==> src/rtl/bsm_pkg.sv <==
// Shared definitions for the bootstrap low-time monitor.
// Assumes: nothing beyond IEEE 1800-2017 packed structs.
package bsm_pkg;

    localparam int unsigned DEF_NUM_HB  = 4;
    localparam int unsigned DEF_MIN_LOW = 3;

    // Per-half-bridge frame verdict that is held for a whole frame
    typedef struct packed {
        logic recharge;
        logic fault;
    } hb_flags_t;

endpackage

==> src/rtl/bsm_frame_timer.sv <==
// Frame timing shared by all half-bridges.
// Reports whether a strobe closes a judged frame, meaning a strobe has been
// seen since reset, and whether the current cycle lies inside the
// forced-low window at the start of a frame.
// Assumes: frame_start is a clean one-cycle strobe and MIN_LOW >= 1.
module bsm_frame_timer #(
    parameter int unsigned MIN_LOW = bsm_pkg::DEF_MIN_LOW
) (
    input  logic clk,
    input  logic rst_n,
    input  logic frame_start,
    output logic frame_close,
    output logic in_window
);
    localparam int unsigned CW = $clog2(MIN_LOW + 1);
    localparam logic [CW-1:0] POS_MAX = CW'(MIN_LOW);

    logic [CW-1:0] pos_q;
    logic [CW-1:0] pos_cur;
    logic          seen_q;

    // Index of the current cycle within the frame, saturating at MIN_LOW
    always_comb begin
        pos_cur     = frame_start ? '0 : pos_q;
        in_window   = (pos_cur < POS_MAX);
        frame_close = frame_start & seen_q;
    end

    // Advance the position counter and remember the first strobe
    always_ff @(posedge clk) begin
        if (!rst_n) begin
            pos_q  <= POS_MAX;
            seen_q <= 1'b0;
        end else begin
            pos_q <= (pos_cur == POS_MAX) ? POS_MAX : pos_cur + CW'(1);
            if (frame_start) begin
                seen_q <= 1'b1;
            end
        end
    end

endmodule

==> src/rtl/bsm_hb_channel.sv <==
// One half-bridge: counts low cycles of the gated output per frame, tracks
// whether boot_ok stayed high for the whole frame, delivers the verdict at
// each judged strobe and forces the start of each recharge frame low.
// Assumes: frame_close and in_window come from bsm_frame_timer.
module bsm_hb_channel #(
    parameter int unsigned MIN_LOW = bsm_pkg::DEF_MIN_LOW
) (
    input  logic                clk,
    input  logic                rst_n,
    input  logic                frame_start,
    input  logic                frame_close,
    input  logic                in_window,
    input  logic                pwm_in,
    input  logic                boot_ok,
    output logic                pwm_out,
    output bsm_pkg::hb_flags_t  flags
);
    import bsm_pkg::*;

    localparam int unsigned CW = $clog2(MIN_LOW + 1);
    localparam logic [CW-1:0] LOW_MAX = CW'(MIN_LOW);

    logic [CW-1:0] low_q;
    logic          ok_q;
    hb_flags_t     flags_q;
    hb_flags_t     flags_cur;
    logic          short_frame;
    logic          out_low;

    // Verdict at a judged strobe, otherwise hold the verdict of this frame
    always_comb begin
        short_frame = (low_q < LOW_MAX);
        if (frame_close) begin
            flags_cur.fault    = short_frame;
            flags_cur.recharge = short_frame | ~ok_q;
        end else begin
            flags_cur = flags_q;
        end
        pwm_out = pwm_in & ~(flags_cur.recharge & in_window);
        out_low = ~pwm_out;
        flags   = flags_cur;
    end

    // Accumulate low time and bootstrap health, and register the verdict
    always_ff @(posedge clk) begin
        if (!rst_n) begin
            low_q   <= '0;
            ok_q    <= 1'b1;
            flags_q <= '0;
        end else begin
            flags_q <= flags_cur;
            if (frame_start) begin
                low_q <= CW'(out_low);
                ok_q  <= boot_ok;
            end else begin
                low_q <= (low_q == LOW_MAX) ? LOW_MAX : low_q + CW'(out_low);
                ok_q  <= ok_q & boot_ok;
            end
        end
    end

endmodule

==> src/rtl/bsm_bootstrap_monitor.sv <==
// Top level: one shared frame timer and NUM_HB independent half-bridge
// monitors.
// Assumes: all inputs are synchronous to clk. MIN_LOW is in clock cycles.
module bsm_bootstrap_monitor #(
    parameter int unsigned NUM_HB  = bsm_pkg::DEF_NUM_HB,
    parameter int unsigned MIN_LOW = bsm_pkg::DEF_MIN_LOW
) (
    input  logic              clk,
    input  logic              rst_n,
    input  logic              frame_start,
    input  logic [NUM_HB-1:0] pwm_in,
    input  logic [NUM_HB-1:0] boot_ok,
    output logic [NUM_HB-1:0] pwm_out,
    output logic [NUM_HB-1:0] recharge_active,
    output logic [NUM_HB-1:0] boot_fault
);
    import bsm_pkg::*;

    logic frame_close;
    logic in_window;

    bsm_frame_timer #(
        .MIN_LOW (MIN_LOW)
    ) u_timer (
        .clk         (clk),
        .rst_n       (rst_n),
        .frame_start (frame_start),
        .frame_close (frame_close),
        .in_window   (in_window)
    );

    for (genvar g = 0; g < NUM_HB; g++) begin : g_hb
        hb_flags_t hb_flags;

        bsm_hb_channel #(
            .MIN_LOW (MIN_LOW)
        ) u_chan (
            .clk         (clk),
            .rst_n       (rst_n),
            .frame_start (frame_start),
            .frame_close (frame_close),
            .in_window   (in_window),
            .pwm_in      (pwm_in[g]),
            .boot_ok     (boot_ok[g]),
            .pwm_out     (pwm_out[g]),
            .flags       (hb_flags)
        );

        // Unpack the per-channel verdict onto the output vectors
        always_comb begin
            recharge_active[g] = hb_flags.recharge;
            boot_fault[g]      = hb_flags.fault;
        end
    end

endmodule

==> config.mk <==
export PLATFORM = sky130hd
export DESIGN_NAME = bsm_bootstrap_monitor
export DESIGN_NICKNAME = d
export VERILOG_FILES = /design/src/rtl/bsm_pkg.sv /design/src/rtl/bsm_frame_timer.sv /design/src/rtl/bsm_hb_channel.sv /design/src/rtl/bsm_bootstrap_monitor.sv
export SDC_FILE = /design/constraint.sdc
export NUM_CORES = 1
export LEC_CHECK = 0
export ABC_AREA = 1
export BUFFER_PORTS_ARGS = -buffer_cell sky130_fd_sc_hd__clkbuf_2
export CORE_UTILIZATION = 56
export CTS_CLUSTER_SIZE = 20
export DETAILED_ROUTE_END_ITERATION = 7
export PLACE_DENSITY = 0.83
export REMOVE_ABC_BUFFERS = 1
export SLEW_MARGIN = 5
export SYNTH_ARGS = -nofsm -noshare
export SYNTH_HDL_FRONTEND = slang
export SYNTH_SLANG_ARGS = --single-unit
==> constraint.sdc <==
create_clock -name clk -period 2.7 [get_ports clk]
set_input_delay 0.54 -clock clk [delete_from_list [all_inputs] [get_ports clk]]
set_output_delay 0.54 -clock clk [all_outputs]
set_load 0.005 [all_outputs]
==> impl_metrics.env, run 1 <==
export IMPL_antenna_found_initial=0
export IMPL_cts_tree="done"
export IMPL_vias=983
export IMPL_crit_path_max_fanout=10
export IMPL_synth_flop_cell="dfxtp_1"
export IMPL_clkTransAtPathRegs_ns=0.12
export IMPL_hold_violations=0
export IMPL_worst_pin_slew_ns=0.346
export IMPL_status="finished, final reports clean"
export IMPL_ys_top_cells_by_area="dfxtp_1, nand2_1, inv_1"
export IMPL_slew_headroom_pct=76.9
export IMPL_track_usage_pct=22.5
export IMPL_fin_util_pct=67.0
export IMPL_crit_path_max_incr_delay_ns=0.24
export IMPL_grt_first_pass_wirelength_um=3310
export IMPL_cts_resized=0
export IMPL_port_buffers=22
export IMPL_yosysSeqAreaShare_pct=43.0
export IMPL_worstPathRequired_ns=2.16
export IMPL_globalplace_congestion=0.776
export IMPL_setup_viol=0
export IMPL_cts_sinks=23
export IMPL_critical_path_top_delay_family="buffers and inverters"
export IMPL_worstSetupPathType="in -> out"
export IMPL_cts_htree_levels=1
export IMPL_start_util_pct=60.7
export IMPL_power_per_cell_area_mw_per_mm2=551
export IMPL_arrival_ns=1.62
export IMPL_routedWlPerCell_um=10.9
export IMPL_area_delta_synth_final_pct=10.4
export IMPL_fmax_ghz=0.463
export IMPL_ys_seq_elements=23
export IMPL_post_synth_top_count_cell="nand2_1"
export IMPL_skew_ns=0.00584
export IMPL_synthTopCellsByCount="nand2_1, dfxtp_1, inv_1, nor2_1, nand3_1"
export IMPL_p_leak_uw=0.000593
export IMPL_cts_root_buf="clkbuf_4"
export IMPL_yosysWarnings=0
export IMPL_cts_max_path_buffers=2
export IMPL_diodes=0
export IMPL_post_cts_setup_buffers=0
export IMPL_grt_overflow_total=0
export IMPL_cts_buffers=3
export IMPL_finalCriticalPeriod_ns=2.16
export IMPL_yosys_area_top_type="dfxtp_1"
export IMPL_synth_area_sq_mm=0.00107
export IMPL_drc_errors=0
export IMPL_async_flop_share_pct=0
export IMPL_die_h_um=45.7
export IMPL_rows=15
export IMPL_path_depth=8
export IMPL_dpl_hpwl_um=1620
export IMPL_cp_cell_sequence="clkbuf_2 -> nor2_1 -> ha_1 -> inv_1 -> nand3_1 -> nand2_1 -> inv_2 -> clkbuf_2"
export IMPL_hold_buffers=0
export IMPL_peakVddDrop_mv=0.353
export IMPL_wirelength_um=2120
export IMPL_fillers=176
export IMPL_slew_violations=0
export IMPL_ios=23
export IMPL_ant_nets=0
export IMPL_rsz0062_at_grt="no"
export IMPL_cp_common_cell="clkbuf_2"
export IMPL_crit_buf_inv=4
export IMPL_grt_pass1_vias=782
export IMPL_syn_avg_cell_area_sq_um=7.09
export IMPL_num_nets_final=182
export IMPL_grt_max_degree=18
export IMPL_final_layout_size_suffix_gt1_share_pct=23.7
export IMPL_die_width_um=45.7
export IMPL_synth_cell_types=17
export IMPL_critPathLaunchType="input port"
export IMPL_tns_ns=0
export IMPL_core_sq_mm=0.00176
export IMPL_drt_initial_drc_count=30
export IMPL_hold_class="in -> reg"
export IMPL_whs_ns=0.449
export IMPL_hold_path_depth=3
export IMPL_crit_slowest_cell="clkbuf_2"
export IMPL_die_area_sq_mm=0.00209
export IMPL_cp_end_kind="output pin"
export IMPL_fin_crit_sh_pct=80.0
export IMPL_synth_cells=151
export IMPL_synth_edf_count=0
export IMPL_insertion_delay_ns=0.30
export IMPL_drt_first_pass_iters=4
export IMPL_routed_via_density=5.07
export IMPL_yosysTopAreaCellShare_pct=43.0
export IMPL_max_cap_viol_count=0
export IMPL_r2r_cells=9
-- state kept, by name, indices dropped and copies added (netlist names) --
| signal | flops |
|---|---|
| g_hb.u_chan.ok_q | 4 |
| u_timer.seen_q | 1 |
| u_timer.pos_q | 2 |
| g_hb.u_chan.low_q | 8 |
| g_hb.u_chan.flags_q | 8 |
-- cells in the final DEF (no fill, tap or decap) --
cell,count
inv_2,3
clkbuf_4,3
inv_1,22
a21oi_2,1
nor2_1,22
clkbuf_2,22
clkbuf_1,1
a211oi_1,4
o21ai_0,4
nand3_1,12
nand2_1,31
ha_1,1
nand2_8,1
a21oi_1,9
dfxtp_1,23
inv_6,1
nand2_2,9
-- layer usage --
layer	routed length (um)	GRT usage (%)	up-vias	part of all wire [%]
met5	0	0	-	0
met4	15	10.6	0	0.71
met3	114	3.57	2	5.4
met2	1030	36.0	30	49
met1	960	29.5	456	45
li1	-	-	495	-
-- worst min-delay path, cell delays in order --
cell	delay (ns)
clkbuf_2	0.07
o21ai_0	0.07
nand2_1	0.05
-- final timing paths --
| check | from | to | slack, ns |
|---|---|---|---|
| worst max-delay path | frame_start | pwm_out[2] | 0.54 |
| worst max register to register | u_timer.pos_q[0] | g_hb[2].u_chan.low_q[0] | 1.44 |
| worst min-delay path | boot_ok[0] | g_hb[0].u_chan.ok_q | 0.45 |
| worst min register to register | g_hb[1].u_chan.flags_q[0] | g_hb[1].u_chan.flags_q[0] | 0.48 |
-- cells by family after synthesis --
group	share of synthesized area (%)
flops	43.0
simple gates	31.3
fa+ha+maj	1.17
buf+inv	14.8
compound gates	9.70
-- stage by stage --
stage	area, sq um	power, uW	std cells	setup slack, ns
2_1_floorplan	1010	456	143	1.02
3_3_place_gp	1160	495	190	0.605
3_5_place_dp	1160	501	190	0.556
4_1_cts	1180	653	194	0.545
5_1_grt	1180	691	194	0.425
6_report	1180	651	194	0.540
-- power breakdown --
group	total [uW]	internal, uW	leakage (uW)	switching (uW)
clock network	157	57.6	0.0000150	99.3
logic	117	47.0	0.000388	69.7
registers	378	363	0.000190	14.5
total	651	468	0.000593	184
-- final cells by class --
class	count	area, sq um	area share (%)
tap	25	31.3	2.65
clock buffer	4	26.3	2.22
sequential	23	460	38.9
timing repair buffer	22	110	9.31
inverter	26	103	8.68
multi-input combinational	94	452	38.2
(Power assumes the default switching activity.)
==> run 2, diff against run 1 <==
--- a/config.mk
+++ b/config.mk
@@ -7,10 +7,10 @@
 export LEC_CHECK = 0
 export ABC_AREA = 1
 export BUFFER_PORTS_ARGS = -buffer_cell sky130_fd_sc_hd__clkbuf_2
-export CORE_UTILIZATION = 56
+export CORE_UTILIZATION = 47
 export CTS_CLUSTER_SIZE = 20
 export DETAILED_ROUTE_END_ITERATION = 7
-export PLACE_DENSITY = 0.83
+export PLACE_DENSITY = 0.74
 export REMOVE_ABC_BUFFERS = 1
 export SLEW_MARGIN = 5
 export SYNTH_ARGS = -nofsm -noshare
==> constraint.sdc (replaced) <==
create_clock -name clk -period 1.8 [get_ports clk]
set_input_delay 0.36 -clock clk [delete_from_list [all_inputs] [get_ports clk]]
set_output_delay 0.36 -clock clk [all_outputs]
set_load 0.005 [all_outputs]
==> run 2 against run 1 <==
Total power grew 53%. Critical endpoint is now pwm_out[0]. Via count shrank 4.1%. Clock skew shrank 0.00052 ns. Critical path type is now reg -> out. Highest routed layer unchanged. Hold slack lost 0.19 ns. Sequential share of layout area shrank 1.7 points. First-iteration DRC count shrank 70%. Register-to-register slack lost 0.78 ns. Largest power group unchanged. Global-route usage shrank 3.1 points. Core utilization shrank 6.4 points. Die area grew 18%. Count of clock-buffer cells in the layout is the same. Cell area grew 4.8%.
==> impl_metrics.env, run 2 (synthesis gave the netlist of run 1 again) <==
export IMPL_grt_overflow_total=0
export IMPL_critPathLaunchType="flip-flop"
export IMPL_die_area_sq_mm=0.00247
export IMPL_port_buffers=22
export IMPL_cts_tree="done"
export IMPL_slew_headroom_pct=78.1
export IMPL_grt_pass1_vias=897
export IMPL_worst_pin_slew_ns=0.329
export IMPL_drt_first_pass_iters=4
export IMPL_hold_path_depth=3
export IMPL_multi_input_area_sq_um=487
export IMPL_mostFrequentLayoutCell="nand2_1"
export IMPL_placed_cells=193
export IMPL_power_uw=995
export IMPL_fin_area_sq_mm=0.00124
export IMPL_ant_nets=0
export IMPL_drt_initial_drc_count=9
export IMPL_fin_util_pct=60.7
export IMPL_grt_first_pass_wirelength_um=3620
export IMPL_worstPathRequired_ns=1.44
export IMPL_cts_root_buf="clkbuf_4"
export IMPL_dpl_cell_area_sq_mm=0.00117
export IMPL_p_leak_uw=0.000607
export IMPL_start_util_pct=52.5
export IMPL_fin_ws_ns=0.0553
export IMPL_dpl_hpwl_um=1670
export IMPL_final_layout_size_suffix_gt1_share_pct=29.8
export IMPL_fillers=195
export IMPL_stdcell_count=198
export IMPL_num_nets_final=184
export IMPL_cts_buffers=3
export IMPL_hold_class="in -> reg"
export IMPL_fmax_ghz=0.573
export IMPL_layout_common_cells="nand2_1, dfxtp_1, clkbuf_2, nor2_1, inv_1"
export IMPL_regArea_sq_um=462
export IMPL_cts_max_path_buffers=2
export IMPL_routed_via_density=4.76
export IMPL_grt_max_degree=18
export IMPL_die_h_um=49.7
export IMPL_vias=943
export IMPL_cp_end_kind="output pin"
export IMPL_r2r_slack_ns=0.66
export IMPL_worstSetupPathType="reg -> out"
export IMPL_rsz0062_at_grt="yes"
export IMPL_finalCriticalPeriod_ns=1.74
export IMPL_rows=16
export IMPL_arrival_ns=1.38
export IMPL_area_delta_synth_final_pct=15.7
export IMPL_crit_path_max_fanout=4
export IMPL_ios=23
export IMPL_max_cap_viol_count=0
export IMPL_clkTransAtPathRegs_ns=0.12
export IMPL_drc_errors=0
export IMPL_core_sq_mm=0.00204
export IMPL_pre_cts_ws_ns=0.151
export IMPL_insertion_delay_ns=0.31
export IMPL_r2r_end="g_hb[1].u_chan.low_q[0]"
export IMPL_peakVddDrop_mv=0.570
export IMPL_reg2reg_from="u_timer.seen_q"
export IMPL_die_width_um=49.7
export IMPL_hold_violations=0
export IMPL_wirelength_um=2160
export IMPL_skew_ns=0.00532
export IMPL_min_to="g_hb[1].u_chan.ok_q"
export IMPL_slew_violations=0
export IMPL_power_per_cell_area_mw_per_mm2=803
export IMPL_fin_crit_sh_pct=96.9
export IMPL_cts_sinks=23
export IMPL_antenna_found_initial=0
export IMPL_r2r_cells=9
export IMPL_routedWlPerCell_um=10.9
export IMPL_cts_htree_levels=1
export IMPL_diodes=0
export IMPL_min_from="boot_ok[1]"
export IMPL_globalplace_congestion=0.757
export IMPL_track_usage_pct=19.4
export IMPL_top_regs="g_hb.u_chan.flags_q: 8 flops, g_hb.u_chan.low_q: 8 flops, g_hb.u_chan.ok_q: 4 flops"
export IMPL_status="finished, final reports clean"
export IMPL_setup_viol=0
run 2: how the worst max path moves through the flow:
stage | startpoint | endpoint | slack [ns] | depth (start not counted)
after floorplan | frame_start | pwm_out[0] | 0.48 | 6
after global placement | frame_start | pwm_out[0] | 0.20 | 8
after detailed placement | frame_start | pwm_out[0] | 0.15 | 8
after CTS | u_timer.seen_q | pwm_out[0] | 0.007 | 7
after global routing | u_timer.pos_q[0] | pwm_out[3] | -0.04 | 8
final | u_timer.pos_q[0] | pwm_out[0] | 0.06 | 8
run 2: metal layers:
metal | vias to the layer above | wire length [um] | GRT usage (%)
met5 | - | 0 | 0
met4 | 0 | 44 | 5.71
li1 | 501 | - | -
met3 | 6 | 112 | 6.48
met1 | 410 | 1010 | 22.2
met2 | 26 | 997 | 33.8
run 2: power breakdown:
| group | internal, uW | switching, uW | leakage (uW) | total, uW |
|---|---|---|---|---|
| Combinational | 80.5 | 111 | 0.000402 | 191 |
| Clock | 86.6 | 149 | 0.0000150 | 236 |
| Sequential | 545 | 22.6 | 0.000191 | 568 |
| Total | 712 | 283 | 0.000607 | 995 |
run 2: critical path, cell delays in order, from the launching register on:
cell and delay [ns]:
dfxtp_1 0.33, inv_1 0.04, nor2_2 0.12, ha_2 0.22, inv_4 0.07, nand3_4 0.08
nand2_2 0.06, inv_2 0.05, clkbuf_2 0.10
run 2: final cells by class:
cell class / instances / share of cell area (%)
well taps: 27 / 2.73
repair buffers: 24 / 10.1
flip-flops and latches: 23 / 37.3
clock buffers: 4 / 2.12
multi-input cells: 94 / 39.3
inverters: 26 / 8.48
run 2: through the flow:
| stage | hold slack (ns) | TNS, ns |
|---|---|---|
| CTS | 0.250 | 0 |
| global route | 0.240 | -0.158 |
| floorplan | 0.422 | 0 |
| finish | 0.258 | 0 |
| global placement | 0.429 | 0 |
| detailed placement | 0.447 | 0 |
run 2: timing repair:
item                       4_1_cts  5_1_grt
setup endpoints to repair        2        4
hold endpoints to repair         0        0
gates resized for setup          3        9
setup buffers                    0        1
pin swaps                        0        4
hold buffers                     0        0
==> run 3, diff against run 2 <==
--- a/config.mk
+++ b/config.mk
@@ -7,10 +7,11 @@
 export LEC_CHECK = 0
 export ABC_AREA = 1
 export BUFFER_PORTS_ARGS = -buffer_cell sky130_fd_sc_hd__clkbuf_2
-export CORE_UTILIZATION = 47
+export CORE_UTILIZATION = 52
 export CTS_CLUSTER_SIZE = 20
 export DETAILED_ROUTE_END_ITERATION = 7
-export PLACE_DENSITY = 0.74
+export PLACE_DENSITY = 0.78
+export RECOVER_POWER = 100
 export REMOVE_ABC_BUFFERS = 1
 export SLEW_MARGIN = 5
 export SYNTH_ARGS = -nofsm -noshare
==> constraint.sdc (replaced) <==
create_clock -name clk -period 1.82 [get_ports clk]
set_input_delay 0.364 -clock clk [delete_from_list [all_inputs] [get_ports clk]]
set_output_delay 0.364 -clock clk [all_outputs]
set_load 0.005 [all_outputs]
==> run 3 against run 2 <==
Non-clock buffer count down 1. Routed wire length decreased by 5.8%. Die area decreased by 9.2%. Via count is 0.42% higher. Combinational power shrank 5%. Register-to-register slack better by 0.02 ns. Highest routed layer unchanged. Core utilization grew 1.8 points. Global-route usage up 0.26 points. Critical path depth is the same. Largest cell class unchanged. Sequential power down 1%.
==> impl_metrics.env, run 3 (synthesis gave the netlist of run 1 again) <==
export IMPL_track_usage_pct=19.7
export IMPL_dpl_hpwl_um=1570
export IMPL_hold_violations=0
export IMPL_crit_path_max_incr_delay_ns=0.34
export IMPL_r2r_end="g_hb[0].u_chan.low_q[0]"
export IMPL_mostFrequentLayoutCell="nand2_1"
export IMPL_max_cap_viol_count=0
export IMPL_cp_end_kind="output pin"
export IMPL_peakVddDrop_mv=0.605
export IMPL_r2r_cells=8
export IMPL_ant_nets=0
export IMPL_num_nets_final=183
export IMPL_cts_sinks=23
export IMPL_worstPathRequired_ns=1.46
export IMPL_cts_max_path_buffers=2
export IMPL_ios=23
export IMPL_reg2reg_from="u_timer.pos_q[0]"
export IMPL_antenna_found_initial=0
export IMPL_switchingPower_uw=271
export IMPL_grt_first_pass_wirelength_um=3040
export IMPL_status="finished, final reports clean"
export IMPL_fin_util_pct=62.4
export IMPL_routed_via_density=4.81
export IMPL_hold_class="in -> reg"
export IMPL_die_area_sq_mm=0.00225
export IMPL_rsz0062_at_grt="yes"
export IMPL_cts_root_buf="clkbuf_4"
export IMPL_critPathLaunchType="flip-flop"
export IMPL_cp_common_cell="nand2_2"
export IMPL_vias=947
export IMPL_drc_errors=0
export IMPL_start_util_pct=55.2
export IMPL_arrival_ns=1.38
export IMPL_core_sq_mm=0.00194
export IMPL_rows=16
export IMPL_skew_ns=0.00693
export IMPL_drt_first_pass_iters=4
export IMPL_routedWlPerCell_um=10.3
export IMPL_clkPwrFrac_pct=23.6
export IMPL_hold_buffers=0
export IMPL_p_leak_uw=0.000597
export IMPL_diodes=0
export IMPL_slew_headroom_pct=70.4
export IMPL_worstSetupPathType="reg -> out"
export IMPL_critical_path_top_delay_family="flip-flops"
export IMPL_final_layout_size_suffix_gt1_share_pct=28.8
export IMPL_crit_buf_inv=4
export IMPL_path_depth=8
export IMPL_die_h_um=47.4
export IMPL_slew_violations=0
export IMPL_combPwrFrac_pct=18.6
export IMPL_critPathLaunch="u_timer.pos_q[0]"
export IMPL_seqPwrFrac_pct=57.8
export IMPL_crit_path_max_fanout=4
export IMPL_worst_pin_slew_ns=0.445
export IMPL_die_width_um=47.4
export IMPL_setup_viol=0
export IMPL_top_regs="g_hb.u_chan.flags_q: 8 flops, g_hb.u_chan.low_q: 8 flops, g_hb.u_chan.ok_q: 4 flops"
export IMPL_cp_cell_sequence="inv_1 -> nor2_2 -> ha_2 -> inv_4 -> nand2_2 -> nand2_2 -> inv_2 -> clkbuf_2"
export IMPL_placed_cells=193
export IMPL_drt_initial_drc_count=21
export IMPL_dpl_cell_area_sq_mm=0.00117
export IMPL_crit_slowest_cell="dfxtp_2"
export IMPL_power_per_cell_area_mw_per_mm2=800
export IMPL_critPathCapture="pwm_out[3]"
export IMPL_port_buffers=22
export IMPL_cts_buffers=3
export IMPL_p_int_uw=699
export IMPL_r2r_slack_ns=0.68
export IMPL_grt_pass1_vias=747
export IMPL_cts_tree="done"
export IMPL_switching_share_pct=27.9
export IMPL_finalCriticalPeriod_ns=1.74
export IMPL_layout_common_cells="nand2_1, nor2_1, dfxtp_1, clkbuf_2, inv_1"
export IMPL_fin_area_sq_mm=0.00121
export IMPL_grt_overflow_total=0
export IMPL_cts_htree_levels=1
export IMPL_grt_max_degree=18
export IMPL_clkTransAtPathRegs_ns=0.11
export IMPL_fin_crit_sh_pct=95.6
export IMPL_area_delta_synth_final_pct=13.2
export IMPL_wirelength_um=2040
export IMPL_stdcell_count=197
export IMPL_tns_ns=0
export IMPL_globalplace_congestion=0.792
export IMPL_fmax_ghz=0.574
export IMPL_insertion_delay_ns=0.30
[run 3: timing repair]
item,4_1_cts,5_1_grt
setup endpoints to repair,1,4
pin swaps,0,3
setup buffers,0,0
gates resized for setup,2,9
[run 3: final cells by class]
| cell class | instances | area, sq um |
|---|---|---|
| fill | 196 | 729 |
| multi-input combinational | 94 | 468 |
| inverter | 26 | 105 |
| tap | 27 | 33.8 |
| sequential | 23 | 463 |
| timing repair buffer | 23 | 116 |
| clock buffer | 4 | 26.3 |
[run 3: stage by stage]
stage | hold slack, ns | setup slack, ns | power [uW]
2_1_floorplan | 0.422 | 0.495 | 677
3_3_place_gp | 0.436 | 0.170 | 737
3_5_place_dp | 0.454 | 0.139 | 745
4_1_cts | 0.273 | 0.0215 | 973
5_1_grt | 0.278 | -0.0252 | 1020
6_report | 0.277 | 0.0793 | 970
[run 3: worst min-delay path: cells and delay by family]
family,cells,cell delay [ns]
buffers and inverters,1,0.07
AO/OA/AOI/OAI,1,0.07
AND/OR/NAND/NOR,1,0.05
[run 3: layer usage]
metal | vias to the layer above | global-route usage, % | part of all wire (%)
met5 | - | 0 | 0
met4 | 0 | 7.43 | 0.69
met3 | 2 | 3.46 | 4.1
met2 | 25 | 30.1 | 48
met1 | 422 | 27.5 | 47
li1 | 498 | - | -
[run 3: how the worst min path moves through the flow]
stage / startpoint / to / slack (ns) / cells after the start
2_1_floorplan: u_timer.pos_q[0] / u_timer.pos_q[0] / 0.42 / 3
5_1_grt: boot_ok[2] / g_hb[2].u_chan.ok_q / 0.28 / 3
4_1_cts: boot_ok[2] / g_hb[2].u_chan.ok_q / 0.27 / 3
3_5_place_dp: g_hb[2].u_chan.flags_q[0] / g_hb[2].u_chan.flags_q[0] / 0.45 / 2
3_3_place_gp: u_timer.pos_q[0] / u_timer.pos_q[0] / 0.44 / 3
6_report: boot_ok[1] / g_hb[1].u_chan.ok_q / 0.28 / 3
[run 3: power by group through the flow]
stage                     Clock (uW)  Combinational, uW  Sequential (uW)
after detailed placement           0                174              571
after global routing             254                206              564
after global placement             0                168              569
after CTS                        237                176              560
after floorplan                    0                111              566
final                            229                181              560
